## src/rtl/adc_sc_pkg.sv

```systemverilog
package adc_sc_pkg;
  typedef enum logic {
    SEQ_IDLE = 1'b0,
    SEQ_CONV = 1'b1
  } seq_st_t;
endpackage

```

## src/rtl/adc_sc_rstsync.sv

```systemverilog
module adc_sc_rstsync #(
  parameter int STAGES = 2
) (
  input  logic clk,
  input  logic rst_n_in,
  output logic rst_n_out
);
  logic [STAGES-1:0] sync_q;
  logic [STAGES-1:0] sync_d;

  always_comb sync_d = {sync_q[STAGES-2:0], 1'b1};

  always_ff @(posedge clk or negedge rst_n_in) begin
    if (!rst_n_in) sync_q <= '0;
    else           sync_q <= sync_d;
  end

  assign rst_n_out = sync_q[STAGES-1];
endmodule

```

## src/rtl/adc_sc_reg.sv

```systemverilog
module adc_sc_reg #(
  parameter int CH_W = 5,
  localparam int REG_W = CH_W + 3
) (
  input  logic            clk,
  input  logic            rst_n,
  input  logic            wr_en,
  input  logic [REG_W-1:0] wr_data,
  input  logic            rd_lo,
  input  logic            done_v,
  input  logic            cmp_en,
  input  logic            cmp_true,
  output logic            flag,
  output logic            aien,
  output logic            adco,
  output logic [CH_W-1:0] chan
);
  logic            flag_d, aien_d, adco_d;
  logic [CH_W-1:0] chan_d;
  logic            flag_set;

  always_comb begin
    flag_set = done_v && (!cmp_en || cmp_true) && !wr_en;
    aien_d   = aien;
    adco_d   = adco;
    chan_d   = chan;
    if (wr_en) begin
      aien_d = wr_data[CH_W+1];
      adco_d = wr_data[CH_W];
      chan_d = wr_data[CH_W-1:0];
    end
    if (flag_set)            flag_d = 1'b1;
    else if (wr_en || rd_lo) flag_d = 1'b0;
    else                     flag_d = flag;
  end

  always_ff @(posedge clk or negedge rst_n) begin
    if (!rst_n) begin
      flag <= 1'b0;
      aien <= 1'b0;
      adco <= 1'b0;
      chan <= '1;
    end else begin
      flag <= flag_d;
      aien <= aien_d;
      adco <= adco_d;
      chan <= chan_d;
    end
  end

  p_flag_set_r3: assert property (@(posedge clk) disable iff (!rst_n)
    $rose(flag) |-> $past(done_v && (!cmp_en || cmp_true)));
  p_flag_clr_r4: assert property (@(posedge clk) disable iff (!rst_n)
    wr_en |=> !flag);
endmodule

```

## src/rtl/adc_sc_seq.sv

```systemverilog
module adc_sc_seq
  import adc_sc_pkg::*;
#(
  parameter int CH_W = 5
) (
  input  logic            clk,
  input  logic            rst_n,
  input  logic            wr_en,
  input  logic [CH_W-1:0] wr_chan,
  input  logic            hw_mode,
  input  logic            hw_trig,
  input  logic            conv_done,
  input  logic            adco,
  input  logic [CH_W-1:0] chan,
  output logic            busy,
  output logic            conv_start,
  output logic            done_v
);
  localparam logic [CH_W-1:0] CH_OFF = '1;

  seq_st_t st_q, st_d;
  logic    start_d;
  logic    wr_off, start_sw, start_hw, start_rep;

  always_comb begin
    wr_off    = wr_en && (wr_chan == CH_OFF);
    done_v    = (st_q == SEQ_CONV) && conv_done && !wr_en;
    start_sw  = wr_en && !hw_mode && !wr_off;
    start_hw  = hw_mode && hw_trig && (st_q == SEQ_IDLE) && (chan != CH_OFF) && !wr_en;
    start_rep = done_v && adco && (chan != CH_OFF);
    st_d      = st_q;
    start_d   = 1'b0;
    if (wr_off) begin
      st_d = SEQ_IDLE;
    end else if (start_sw || start_hw || start_rep) begin
      st_d    = SEQ_CONV;
      start_d = 1'b1;
    end else if (wr_en || done_v) begin
      st_d = SEQ_IDLE;
    end
  end

  always_ff @(posedge clk or negedge rst_n) begin
    if (!rst_n) begin
      st_q       <= SEQ_IDLE;
      conv_start <= 1'b0;
    end else begin
      st_q       <= st_d;
      conv_start <= start_d;
    end
  end

  assign busy = (st_q == SEQ_CONV);

  p_single_r7: assert property (@(posedge clk) disable iff (!rst_n)
    (done_v && !adco) |=> !busy);
  p_repeat_r8: assert property (@(posedge clk) disable iff (!rst_n)
    (done_v && adco && chan != CH_OFF) |=> (conv_start && busy));
  p_off_r9: assert property (@(posedge clk) disable iff (!rst_n)
    wr_off |=> (!busy && !conv_start));
  p_hw_nowr_r10: assert property (@(posedge clk) disable iff (!rst_n)
    (wr_en && hw_mode) |=> !conv_start);
endmodule

```

## src/rtl/adc_sc_top.sv

```systemverilog
module adc_sc_top #(
  parameter int CH_W = 5,
  localparam int REG_W = CH_W + 3
) (
  input  logic             clk,
  input  logic             rst_n,
  input  logic             wr_en,
  input  logic [REG_W-1:0] wr_data,
  input  logic             rd_lo,
  output logic [REG_W-1:0] rd_data,
  input  logic             hw_mode,
  input  logic             hw_trig,
  input  logic             conv_done,
  input  logic             cmp_en,
  input  logic             cmp_true,
  output logic             conv_start,
  output logic [CH_W-1:0]  conv_chan,
  output logic             conv_pwr,
  output logic             irq
);
  logic            rst_n_s;
  logic            flag, aien, adco, busy, done_v;
  logic [CH_W-1:0] chan;

  adc_sc_rstsync #(.STAGES(2)) u_rst (
    .clk(clk), .rst_n_in(rst_n), .rst_n_out(rst_n_s)
  );

  adc_sc_reg #(.CH_W(CH_W)) u_reg (
    .clk(clk), .rst_n(rst_n_s), .wr_en(wr_en), .wr_data(wr_data),
    .rd_lo(rd_lo), .done_v(done_v), .cmp_en(cmp_en), .cmp_true(cmp_true),
    .flag(flag), .aien(aien), .adco(adco), .chan(chan)
  );

  adc_sc_seq #(.CH_W(CH_W)) u_seq (
    .clk(clk), .rst_n(rst_n_s), .wr_en(wr_en), .wr_chan(wr_data[CH_W-1:0]),
    .hw_mode(hw_mode), .hw_trig(hw_trig), .conv_done(conv_done),
    .adco(adco), .chan(chan), .busy(busy), .conv_start(conv_start),
    .done_v(done_v)
  );

  assign rd_data   = {flag, aien, adco, chan};
  assign conv_chan = chan;
  assign conv_pwr  = busy;
  assign irq       = flag && aien;

  p_irq_src_r5: assert property (@(posedge clk) disable iff (!rst_n_s)
    $rose(irq) |-> ($past(conv_done) || $past(wr_en)));
endmodule

```

## config.mk

```make
export PLATFORM = sky130hd
export DESIGN_NAME = adc_sc_top
export DESIGN_NICKNAME = d
export VERILOG_FILES = /design/src/rtl/adc_sc_pkg.sv /design/src/rtl/adc_sc_rstsync.sv /design/src/rtl/adc_sc_reg.sv /design/src/rtl/adc_sc_seq.sv /design/src/rtl/adc_sc_top.sv
export SDC_FILE = /design/constraint.sdc
export NUM_CORES = 1
export LEC_CHECK = 0
export BUFFER_PORTS_ARGS = -buffer_cell sky130_fd_sc_hd__buf_2
export CAP_MARGIN = 10
export CORE_AREA = 2 2 39 41
export DETAILED_ROUTE_END_ITERATION = 6
export DIE_AREA = 0 0 41 43
export PLACE_DENSITY_LB_ADDON = 0.15
export SETUP_SLACK_MARGIN = 0.2
export SYNTH_ARGS = -nofsm -noshare
export SYNTH_HDL_FRONTEND = slang
export SYNTH_SLANG_ARGS = --single-unit
```

## constraint.sdc

```tcl
create_clock -name clk -period 1.6 [get_ports clk]
set_input_delay 0 -clock clk [delete_from_list [all_inputs] [get_ports clk]]
set_output_delay 0 -clock clk [all_outputs]
set_load 0.005 [all_outputs]
```

-- Word-level counts from Yosys, hierarchy flattened
Index checks and enable logic that the tools add are counted.
Widths: inputs -> output; s select.
- bits in registers: 12
- input bits: 17
- output and inout port bits: 16
- word-level logic and storage cells: 42
- equal/unequal tests: 2
- mux-type cells: 7
- bitwise logic cells: 1
- reduce and logical (&&, ||, !) cells: 25
- operators with widths (cell ; number):
    $logic_and 1x1->1 ; 14
    $mux 1 ; 7
    $eq 5x5->1 const B ; 1
    $logic_or 1x1->1 ; 5
    $ne 5x5->1 const B ; 1
    $logic_not 1->1 ; 4
    $reduce_bool 3->1 ; 1
    $reduce_bool 2->1 ; 1
    $not 1->1 ; 1

-- Logic depth before layout (Yosys ltp)
Gate-level depths: netlist (run 1).
- depth after elaboration: 8
- gate-level depth with buffers: 4
- gate-level depth less buffers: 4

-- Modules after synthesis
Synthesis (run 1) repeated with hierarchy kept, for this count alone.
- cells, all modules: 46
- area total of the unflattened synthesis: 594.3 um2
- by module, submodules not included (module ; instances ; cells each ; area an instance (um2) ; seq. area each (um2)):
    adc_sc_reg ; 1 ; 20 ; 346.6 ; 206.4
    adc_sc_seq ; 1 ; 14 ; 127.6 ; 50.0
    adc_sc_top ; 1 ; 9 ; 66.3 ; 0.0
    adc_sc_rstsync ; 1 ; 3 ; 53.8 ; 50.0

-- Worst setup path before layout (run 1)
OpenSTA, ideal clock, no wires.
- kind: register -> register
- from: register u_reg.chan[2]
- to: register u_seq.st_q (netlist: u_seq.busy)
- setup time: 126 ps
- data arrival time: 886 ps
- required time: 1474 ps
- slack: 588 ps
- stages on the path, launching flop included: 5
- buffers on the path: 0
- period minus slack after synthesis: 1012 ps
- path through: dfstp_2 > and3_1 > a31oi_1 > nand2_1 > a31oi_1
- cells in the longest elaborated chain, start to end: 7
- elaborated cells between the ends (all ways): 9
- those cells by class: eq/ne: 1; mux: 2; reduce/logical: 6
- RTL lines (what ; RTL line ; text):
    start: declaration ; adc_sc_reg.sv:16 ; output logic [CH_W-1:0] chan
    start signal: assignment ; adc_sc_reg.sv:47 ; chan <= chan_d;
    $ne 5x5->1 (*) ; adc_sc_seq.sv:29, adc_sc_seq.sv:30 ;
    $logic_and 1x1->1 (2 in a row) ; adc_sc_seq.sv:29 ; start_hw = hw_mode && hw_trig && (st_q == SEQ_IDLE) && (chan != CH_OFF) && !wr_en;
    $logic_or 1x1->1 ; adc_sc_seq.sv:35 ; end else if (start_sw || start_hw || start_rep) begin
    $logic_or 1x1->1 (*) ; adc_sc_seq.sv:35 ;
    $mux 1 ; adc_sc_seq.sv:35 ;
    $mux 1 ; adc_sc_seq.sv:33 ; if (wr_off) begin
    end signal: assignment ; adc_sc_seq.sv:48 ; st_q <= st_d;
    end: declaration ; adc_sc_seq.sv:21 ; seq_st_t st_q, st_d;
Every way passes the cells marked *; elsewhere a longest branch is shown, timed or not.
A chain may end at the register's enable or synchronous reset.

-- Worst setup path in the final report (run 1)
Same ends and word-level chain as after synthesis.

==> results of run 1 <==
## synthesized netlist by cell type (all sizes together), types with 2 or more instances
cell,instances,area share
nand2,3,0.020
dfrtp,7,0.32
mux2,6,0.12
buf,9,0.12
a31oi,2,0.023
inv,2,0.014
nand2b,2,0.023
dfstp,5,0.24
nor2,2,0.014
o21ai,2,0.018
## layout make-up
type / count / area, um2 / area share
repair buffers: 39 / 235 / 0.303
inverters: 2 / 7.51 / 0.00966
flip-flops and latches: 12 / 307 / 0.395
well taps: 16 / 20.0 / 0.0258
multi-input cells: 25 / 171 / 0.221
clock buffers: 4 / 36.3 / 0.0467
## flip-flops by register name (all words and copies together), names as in the netlist
| name | count |
|---|---|
| u_seq.busy | 1 |
| u_reg.adco | 1 |
| u_rst.sync_q | 2 |
| u_reg.flag | 1 |
| u_reg.aien | 1 |
| u_seq.conv_start | 1 |
| u_reg.chan | 5 |
## metal layers
layer | global-route usage | part of all wire | up-vias
met2 | 0.222 | 0.45 | 26
li1 | - | - | 224
met5 | 0 | 0 | -
met1 | 0.162 | 0.43 | 205
met3 | 0.0471 | 0.10 | 2
met4 | 0.120 | 0.017 | 0
## where the power goes
group,internal [mW],switching (mW),total (mW),leakage [nW]
logic,0.0724,0.0447,0.117,0.232
clock network,0.138,0.0998,0.238,0.0210
registers,0.340,0.0236,0.364,0.138
total,0.551,0.168,0.719,0.390
## worst paths after layout
check / cells past startpoint / to / slack, ns / from
max in group asynchronous: 0 / u_reg.chan[3]$_DFFE_PN1P_ / 1.13 / u_rst.sync_q[1]$_DFF_PN0_
max reg2reg: 4 / u_seq.busy$_DFFE_PN0P_ / 0.51 / u_reg.chan[2]$_DFFE_PN1P_
min in group clk: 4 / u_reg.flag$_DFFE_PN0P_ / 0.03 / rd_lo
min: 2 / u_rst.sync_q[0]$_DFF_PN0_ / 0.03 / rst_n
max: 4 / u_seq.busy$_DFFE_PN0P_ / 0.51 / u_reg.chan[2]$_DFFE_PN1P_
min reg2reg: 0 / u_seq.conv_start$_DFF_PN0_ / 0.16 / u_rst.sync_q[1]$_DFF_PN0_
## cells by family after synthesis
kind of cell	share of synthesized area
AOI/OAI and AO/OA	0.0659
and+or+nand+nor	0.116
muxes	0.123
buffers and inverters	0.132
DFF	0.557
other	0.00681
## worst reg2reg max path, stage by stage, from the launching register on
cell and delay (ns):
dfstp_2 0.56, and3_1 0.17, a31oi_1 0.08, nand2_1 0.09, a31oi_1 0.07
## repair_timing
action,CTS,global route
endpoints found under the hold margin,9,0
resized for setup,0,0
hold buffers,8,0
## stage by stage
stage	setup slack, ns	util	instance area, um2	cells	hold WS (ns)
5_1_grt	0.445	0.561	777	98	0.0371
3_3_place_gp	0.541	0.477	661	86	-0.214
6_report	0.511	0.561	777	98	0.0276
4_1_cts	0.514	0.561	777	98	0.0225
3_5_place_dp	0.525	0.477	661	86	-0.211
2_1_floorplan	0.588	-	551	48	-0.296
==> run summary, run 1 <==
CP most frequent cell - a31oi_1
Initial Utilization - 0.398
status - finished, final reports clean
yosys warns - 0
P&R area growth vs syn - 41.1%
Fin Clk Skew - 0.00223 ns
syn nets - 65
vias in the first global route - 412
Crit path largest cell delay - 0.56 ns
most frequent cells in the layout - buf_2, dlygate4sd3_1, dfrtp_1, dfstp_2, mux2_2
global-route wire length before repair - 1.63 mm
Pwr Density - 925 nW/um2
Async S/R FF share, synth - 1.00
filler instances - 116
Yosys cell types - 20
Worst setup SP type - flip-flop
Worst path slowest cell - dfstp_2
Lkg Pwr - 0.390 nW
Max Cap Viol - 0
Cells after Synth - 48
sum of negative setup slack - 0 ns
Seq cells post-synth - 12
delay-heaviest family, CP - flip-flops
largest net degree at the start of global routing - 13
Tcrit/Tclk final - 0.680
RSZ-0062 raised after global routing - false
layout cell share with drive strength beyond 1 - 0.537
TritonCTS clock tree - built
number of hold violations in the final report - 0
DIE HEIGHT - 43 um
max-slew violations - 0
# H-tree levels - 1
Vias - 457
drt first pass iters - 2
sequential fraction of the synthesis area - 0.557
crit end category - flip-flop
initial antenna violation count - 0
Worst Path Required - 1.76 ns
post-route ant nets - 0
Mapped Area - 551 um2
main flop type after synthesis - dfrtp_1
CTS max path bufs - 2
Horiz. Die Dim - 41 um
peak supply drop - 0.000453 V
Buffers & Inverters on Critical Path - 0
Tot Pwr - 719 uW
Post-DP HPWL - 753 um
WP data arrival - 1.25 ns
Tmin final - 1.09 ns
RD Place Congestion - 0.650
Site Rows - 14
vias per cell - 4.66
worst-path cell chain - and3_1 > a31oi_1 > nand2_1 > a31oi_1
Die ar. - 1760 um2
Sink Count - 12
number of synthesized flops with an enable pin - 0
Clk Latency, worst-skew pair - 0.27 ns
CTS Root Buffer Type - clkbuf_4
Fmax - 919 MHz
nets@finish - 100
DRC - 0
Max FO, Critical Path - 4
1st-iter DRT viols - 5
final setup fails - 0
total CTS buffers - 3
crit path kind - reg2reg
most common cell after layout, fill and taps aside - buf_2
GRT Residual Overflow - 0
IO Port Bufs - 31
clock-pin slew on the worst setup and hold paths - 0.07 ns
IO Count - 33
mean routed wirelength per cell - 11.1 um
CORE AREA - 1380 um2
post-CTS setup buffers - 0
GRT Total Usage - 0.149
total wire length - 1.09 mm
syn avg cell area - 11.5 um2
hold crit path type - in2async
diode count - 0
No activity file was read; power rests on OpenSTA's default activity.
==> run 2, diff against run 1 <==
--- a/config.mk
+++ b/config.mk
@@ -7,9 +7,9 @@
 export LEC_CHECK = 0
 export BUFFER_PORTS_ARGS = -buffer_cell sky130_fd_sc_hd__buf_2
 export CAP_MARGIN = 10
-export CORE_AREA = 2 2 39 41
+export CORE_MARGIN = 2
+export CORE_UTILIZATION = 36
 export DETAILED_ROUTE_END_ITERATION = 6
-export DIE_AREA = 0 0 41 43
 export PLACE_DENSITY_LB_ADDON = 0.15
 export SETUP_SLACK_MARGIN = 0.2
 export SYNTH_ARGS = -nofsm -noshare
==> constraint.sdc (replaced) <==
create_clock -name clk -period 1 [get_ports clk]
set_input_delay 0 -clock clk [delete_from_list [all_inputs] [get_ports clk]]
set_output_delay 0 -clock clk [all_outputs]
set_load 0.005 [all_outputs]
==> run summary, run 2 (synthesis gave the netlist of run 1 again) <==
r2r startpoint - u_reg.chan[2]$_DFFE_PN1P_
GR Util met2 - 0.218
GRT met1 Usage - 0.161
Fin Clk Skew - 0.00390 ns
Tcrit/Tclk final - 1.06
Reg-to-Reg End - u_seq.busy$_DFFE_PN0P_
CORE AREA - 1470 um2
GRT Residual Overflow - 0
vias per cell - 4.50
GRT Total Usage - 0.138
Layout Cells excl Fill - 103
R2R cell count - 4
IO Count - 33
initial antenna violation count - 0
Vias - 463
total CTS buffers - 3
Tmin final - 1.06 ns
Max FO, Critical Path - 2
total wire length - 1.10 mm
max reg flops - 5
nets@finish - 105
peak supply drop - 0.000823 V
diode count - 0
Worst Path Required - 1.15 ns
pre-CTS setup slack - -0.0266 ns
post-route ant nets - 0
Die ar. - 1860 um2
Lkg Pwr - 0.429 nW
RSZ-0062 raised after global routing - true
vias in the first global route - 437
IO Port Bufs - 31
Setup WS post-layout - -0.0601 ns
GR met3 Demand/Resource - 0.0511
Pwr Density - 1390 nW/um2
Worst path slowest cell - dfstp_2
Clk Latency, worst-skew pair - 0.27 ns
status - finished with violations
Sink Count - 12
P&R area growth vs syn - 59.8%
Site Rows - 14
flop2flop setup slack - -0.06 ns
1st-iter DRT viols - 0
RD Place Congestion - 0.679
drt first pass iters - 1
max-slew violations - 0
largest net degree at the start of global routing - 13
Most Used Layer, Global Route - met2
WP data arrival - 1.21 ns
clock-pin slew on the worst setup and hold paths - 0.08 ns
crit path kind - reg2reg
# H-tree levels - 1
CTS max path bufs - 2
violated checks - negative setup slack
CTS Root Buffer Type - clkbuf_4
worst-path cell chain - and3_4 > a31oi_4 > nand2_2 > a31oi_1
hold crit path type - in2async
most frequent cells in the layout - buf_2, dlygate4sd3_1, dfrtp_1, buf_6, dfstp_2
TritonCTS clock tree - built
global-route wire length before repair - 1.86 mm
Largest regs - u_reg.chan: 5 flops, u_rst.sync_q: 2 flops
number of hold violations in the final report - 0
most common cell after layout, fill and taps aside - buf_2
Worst setup SP type - flip-flop
mean routed wirelength per cell - 10.6 um
dpl cells - 90
Post-DP HPWL - 799 um
Fmax - 943 MHz
Max Cap Viol - 0
crit end category - flip-flop
layout cell share with drive strength beyond 1 - 0.609
Crit path largest cell delay - 0.53 ns
Horiz. Die Dim - 43.1 um
Initial Utilization - 0.374
final setup fails - 5
DRC - 0
DIE HEIGHT - 43.1 um
Biggest register - u_reg.chan
Buffers & Inverters on Critical Path - 0
delay-heaviest family, CP - flip-flops
-- run 2: cell count changes in the layout (fill, tap and decap cells not counted), sizes merged --
cell | previous run | this run
buf | 31 | 36
-- run 2: final cells by class --
cell class	instances	area [um2]
tap	16	20.0
fill	120	592
timing repair buffer	44	308
clock buffer	4	36.3
sequential	12	307
multi-input combinational	25	201
inverter	2	7.51
-- run 2: worst max-delay path by stage --
stage,startpoint,cells after the start,slack [ns],end
after floorplan,u_reg.chan[2]$_DFFE_PN1P_,4,-0.005,u_seq.busy$_DFFE_PN0P_
after global placement,u_reg.chan[2]$_DFFE_PN1P_,4,0.007,u_seq.busy$_DFFE_PN0P_
after detailed placement,u_reg.chan[2]$_DFFE_PN1P_,4,-0.03,u_seq.busy$_DFFE_PN0P_
after CTS,u_reg.chan[2]$_DFFE_PN1P_,4,-0.04,u_seq.busy$_DFFE_PN0P_
after global routing,u_reg.chan[1]$_DFFE_PN1P_,4,-0.1,u_seq.busy$_DFFE_PN0P_
final,u_reg.chan[2]$_DFFE_PN1P_,4,-0.06,u_seq.busy$_DFFE_PN0P_
-- run 2: layer usage --
metal  share of wire  vias to the layer above
li1                -                      232
met1            0.41                      216
met2            0.53                       13
met3           0.051                        2
met4          0.0091                        0
met5               0                        -
-- run 2: through the flow --
step	area (um2)	setup TNS (ns)	total power, mW	hold WS, ns	utilization
finish	880	-0.137	1.23	0.0315	0.598
global route	880	-0.493	1.29	0.0281	0.598
CTS	826	-0.148	1.21	0.0190	0.561
detailed placement	691	-0.0408	0.779	-0.211	0.469
global placement	691	0	0.779	-0.213	0.469
floorplan	551	-0.00490	0.694	-0.296	-
-- run 2: report_power, final --
group	switching [mW]	internal, mW	total (mW)
logic	0.0919	0.171	0.263
registers	0.0390	0.544	0.583
clock network	0.158	0.221	0.379
-- run 2: what timing repair did --
item                                    4_1_cts  5_1_grt
resized for setup                             3        8
hold buffers                                  8        0
setup buffers                                 0        1
pin swaps                                     1        2
endpoints found under the setup margin       20       22
endpoints found under the hold margin         9        0
==> run 3, diff against run 2 <==
--- a/config.mk
+++ b/config.mk
@@ -5,10 +5,11 @@
 export SDC_FILE = /design/constraint.sdc
 export NUM_CORES = 1
 export LEC_CHECK = 0
+export ABC_AREA = 1
 export BUFFER_PORTS_ARGS = -buffer_cell sky130_fd_sc_hd__buf_2
 export CAP_MARGIN = 10
 export CORE_MARGIN = 2
-export CORE_UTILIZATION = 36
+export CORE_UTILIZATION = 38
 export DETAILED_ROUTE_END_ITERATION = 6
 export PLACE_DENSITY_LB_ADDON = 0.15
 export SETUP_SLACK_MARGIN = 0.2
==> run summary, run 3 <==
post-route ant nets - 0
Horiz. Die Dim - 44.2 um
P&R area growth vs syn - 63.5%
Worst setup SP type - flip-flop
sequential fraction of the synthesis area - 0.500
Synth top cells by count - nand2_1, buf_4, inv_1, dfrtp_1
Fmax - 983 MHz
main flop type after synthesis - dfrtp_1
Pwr Density - 1200 nW/um2
syn avg cell area - 8.07 um2
routed wl met3 - 84 um
top post-synthesis cells by area - dfrtp_1, dfstp_2, nand2_1, buf_4, inv_1
Largest regs - u_reg.chan: 5 flops, u_rst.sync_q: 2 flops
GRT Total Usage - 0.166
Max Cap Viol - 0
Sink Count - 12
hold crit path type - in2reg
Post-DP HPWL - 977 um
Initial Utilization - 0.407
initial antenna violation count - 0
mean routed wirelength per cell - 9.95 um
CORE AREA - 1510 um2
crit end category - output port
filler instances - 126
IO Port Bufs - 31
Area after DPL - 754 um2
Vias - 592
Lkg Pwr - 0.567 nW
Max FO, Critical Path - 3
layout cell share with drive strength beyond 1 - 0.500
max-slew violations - 0
drt first pass iters - 2
Mapped Area - 613 um2
register area - 307 um2
RD Place Congestion - 0.749
clock-pin slew on the worst setup and hold paths - 0.07 ns
most frequent cells in the layout - nand2_1, buf_2, buf_6, dlygate4sd3_1
# H-tree levels - 1
total CTS buffers - 3
RSZ-0062 raised after global routing - true
Synth top area share - 0.286
dpl cells - 119
Async S/R FF share, synth - 1.00
cell taking the most area after synthesis - dfrtp_1
pre-CTS setup slack - -0.000108 ns
diode count - 0
WL met1 - 604 um
nets@finish - 140
vias in the first global route - 566
number of hold violations in the final report - 0
IO Count - 33
final setup fails - 7
number of synthesized flops with an enable pin - 0
Tmin final - 1.02 ns
CTS Root Buffer Type - clkbuf_4
Clk Latency, worst-skew pair - 0.27 ns
finished layout cell area - 1000 um2
Seq cells post-synth - 12
Worst Path Required - 1.00 ns
Fin Clk Skew - 0.00145 ns
syn nets - 93
DIE HEIGHT - 44.2 um
highest routed layer - met4
total wire length - 1.37 mm
yosys warns - 0
max reg flops - 5
Die ar. - 1950 um2
1st-iter DRT viols - 3
top-count cell post-synth - nand2_1
largest net degree at the start of global routing - 11
TritonCTS clock tree - built
Setup WS post-layout - -0.0171 ns
violated checks - negative setup slack
status - finished with violations
peak supply drop - 0.00103 V
worst hold slack - 0.00793 ns
crit path kind - reg2out
global-route wire length before repair - 2.26 mm
Yosys cell types - 16
Site Rows - 14
Layout Cells excl Fill - 138
Biggest register - u_reg.chan
WP data arrival - 1.02 ns
routed length on met2 - 668 um
Tcrit/Tclk final - 1.02
CTS max path bufs - 2
DRC - 0
Cells after Synth - 76
most common cell after layout, fill and taps aside - nand2_1
multi-input logic area - 211 um2
vias per cell - 4.29
GRT Residual Overflow - 0
==> run 3: changes by cell type after synthesis, moves of 2 or more <==
cell / before / now
mux2_2: 4 / 0
nor2_1: 2 / 5
nand2_2: 0 / 2
inv_1: 2 / 8
nand2b_1: 2 / 0
a31oi_1: 2 / 0
mux2_1: 2 / 0
nand2_1: 3 / 31
==> run 3: repair_timing <==
item	4_1_cts	5_1_grt
resized for setup	12	9
cloned	0	0
pin swaps	4	9
hold endpoints to repair	10	0
buffers inserted	3	3
endpoints found under the setup margin	16	23
hold buffers	9	0
==> run 3: cell families (layout without fill, tap and decap cells) <==
group                  after synthesis  in the layout  synth area share
buffers and inverters               18             64             0.171
AND/OR/NAND/NOR                     42             42             0.298
flip-flops                          12             12             0.500
AO/OA/AOI/OAI                        3              3            0.0245
other                                1              1           0.00612
==> run 3: worst max-delay path, stage by stage, from the launching register on <==
cell     delay (ns)
dfstp_2        0.56
buf_6          0.11
buf_6          0.08
==> run 3: final timing paths <==
check / startpoint / endpoint / slack, ns / cells after the start
max: u_reg.chan[0]$_DFFE_PN1P_ / rd_data[0] / -0.02 / 2
min: wr_en / u_reg.chan[4]$_DFFE_PN1P_ / 0.008 / 3
max reg2reg: u_reg.chan[0]$_DFFE_PN1P_ / u_seq.busy$_DFFE_PN0P_ / -0.01 / 5
min reg2reg: u_rst.sync_q[1]$_DFF_PN0_ / u_reg.flag$_DFFE_PN0P_ / 0.17 / 0
max in group asynchronous: u_rst.sync_q[1]$_DFF_PN0_ / u_reg.chan[4]$_DFFE_PN1P_ / 0.50 / 0
min in group asynchronous: rst_n / u_rst.sync_q[0]$_DFF_PN0_ / 0.03 / 2
==> run 3: cell type report <==
cell class	count	share of cell area
Clock buffer	4	0.0262
Inverter	9	0.0337
Multi-Input combinational cell	46	0.211
Sequential cell	12	0.306
Tap cell	16	0.0200
Timing Repair Buffer	51	0.403
==> run 3: per-stage QoR <==
| step | utilization | total power, mW | setup TNS (ns) |
|---|---|---|---|
| 6_report | 0.665 | 1.20 | -0.0633 |
| 4_1_cts | 0.636 | 1.19 | -0.0175 |
| 5_1_grt | 0.665 | 1.29 | -0.402 |
| 3_5_place_dp | 0.501 | 0.784 | -0.000108 |
| 3_3_place_gp | 0.501 | 0.779 | 0 |
| 2_1_floorplan | - | 0.698 | 0 |
==> run 3: where the power goes <==
part           internal [mW]  switching, mW  leakage (nW)  total, mW
clock network          0.155          0.152        0.0150      0.307
logic                  0.203          0.121         0.413      0.323
registers              0.539         0.0352         0.138      0.575
total                  0.897          0.308         0.567       1.20
==> run 3: routing by layer <==
metal,vias to the layer above,global-route usage
li1,305,-
met4,0,0.0727
met2,21,0.282
met5,-,0
met3,2,0.0735
met1,264,0.176
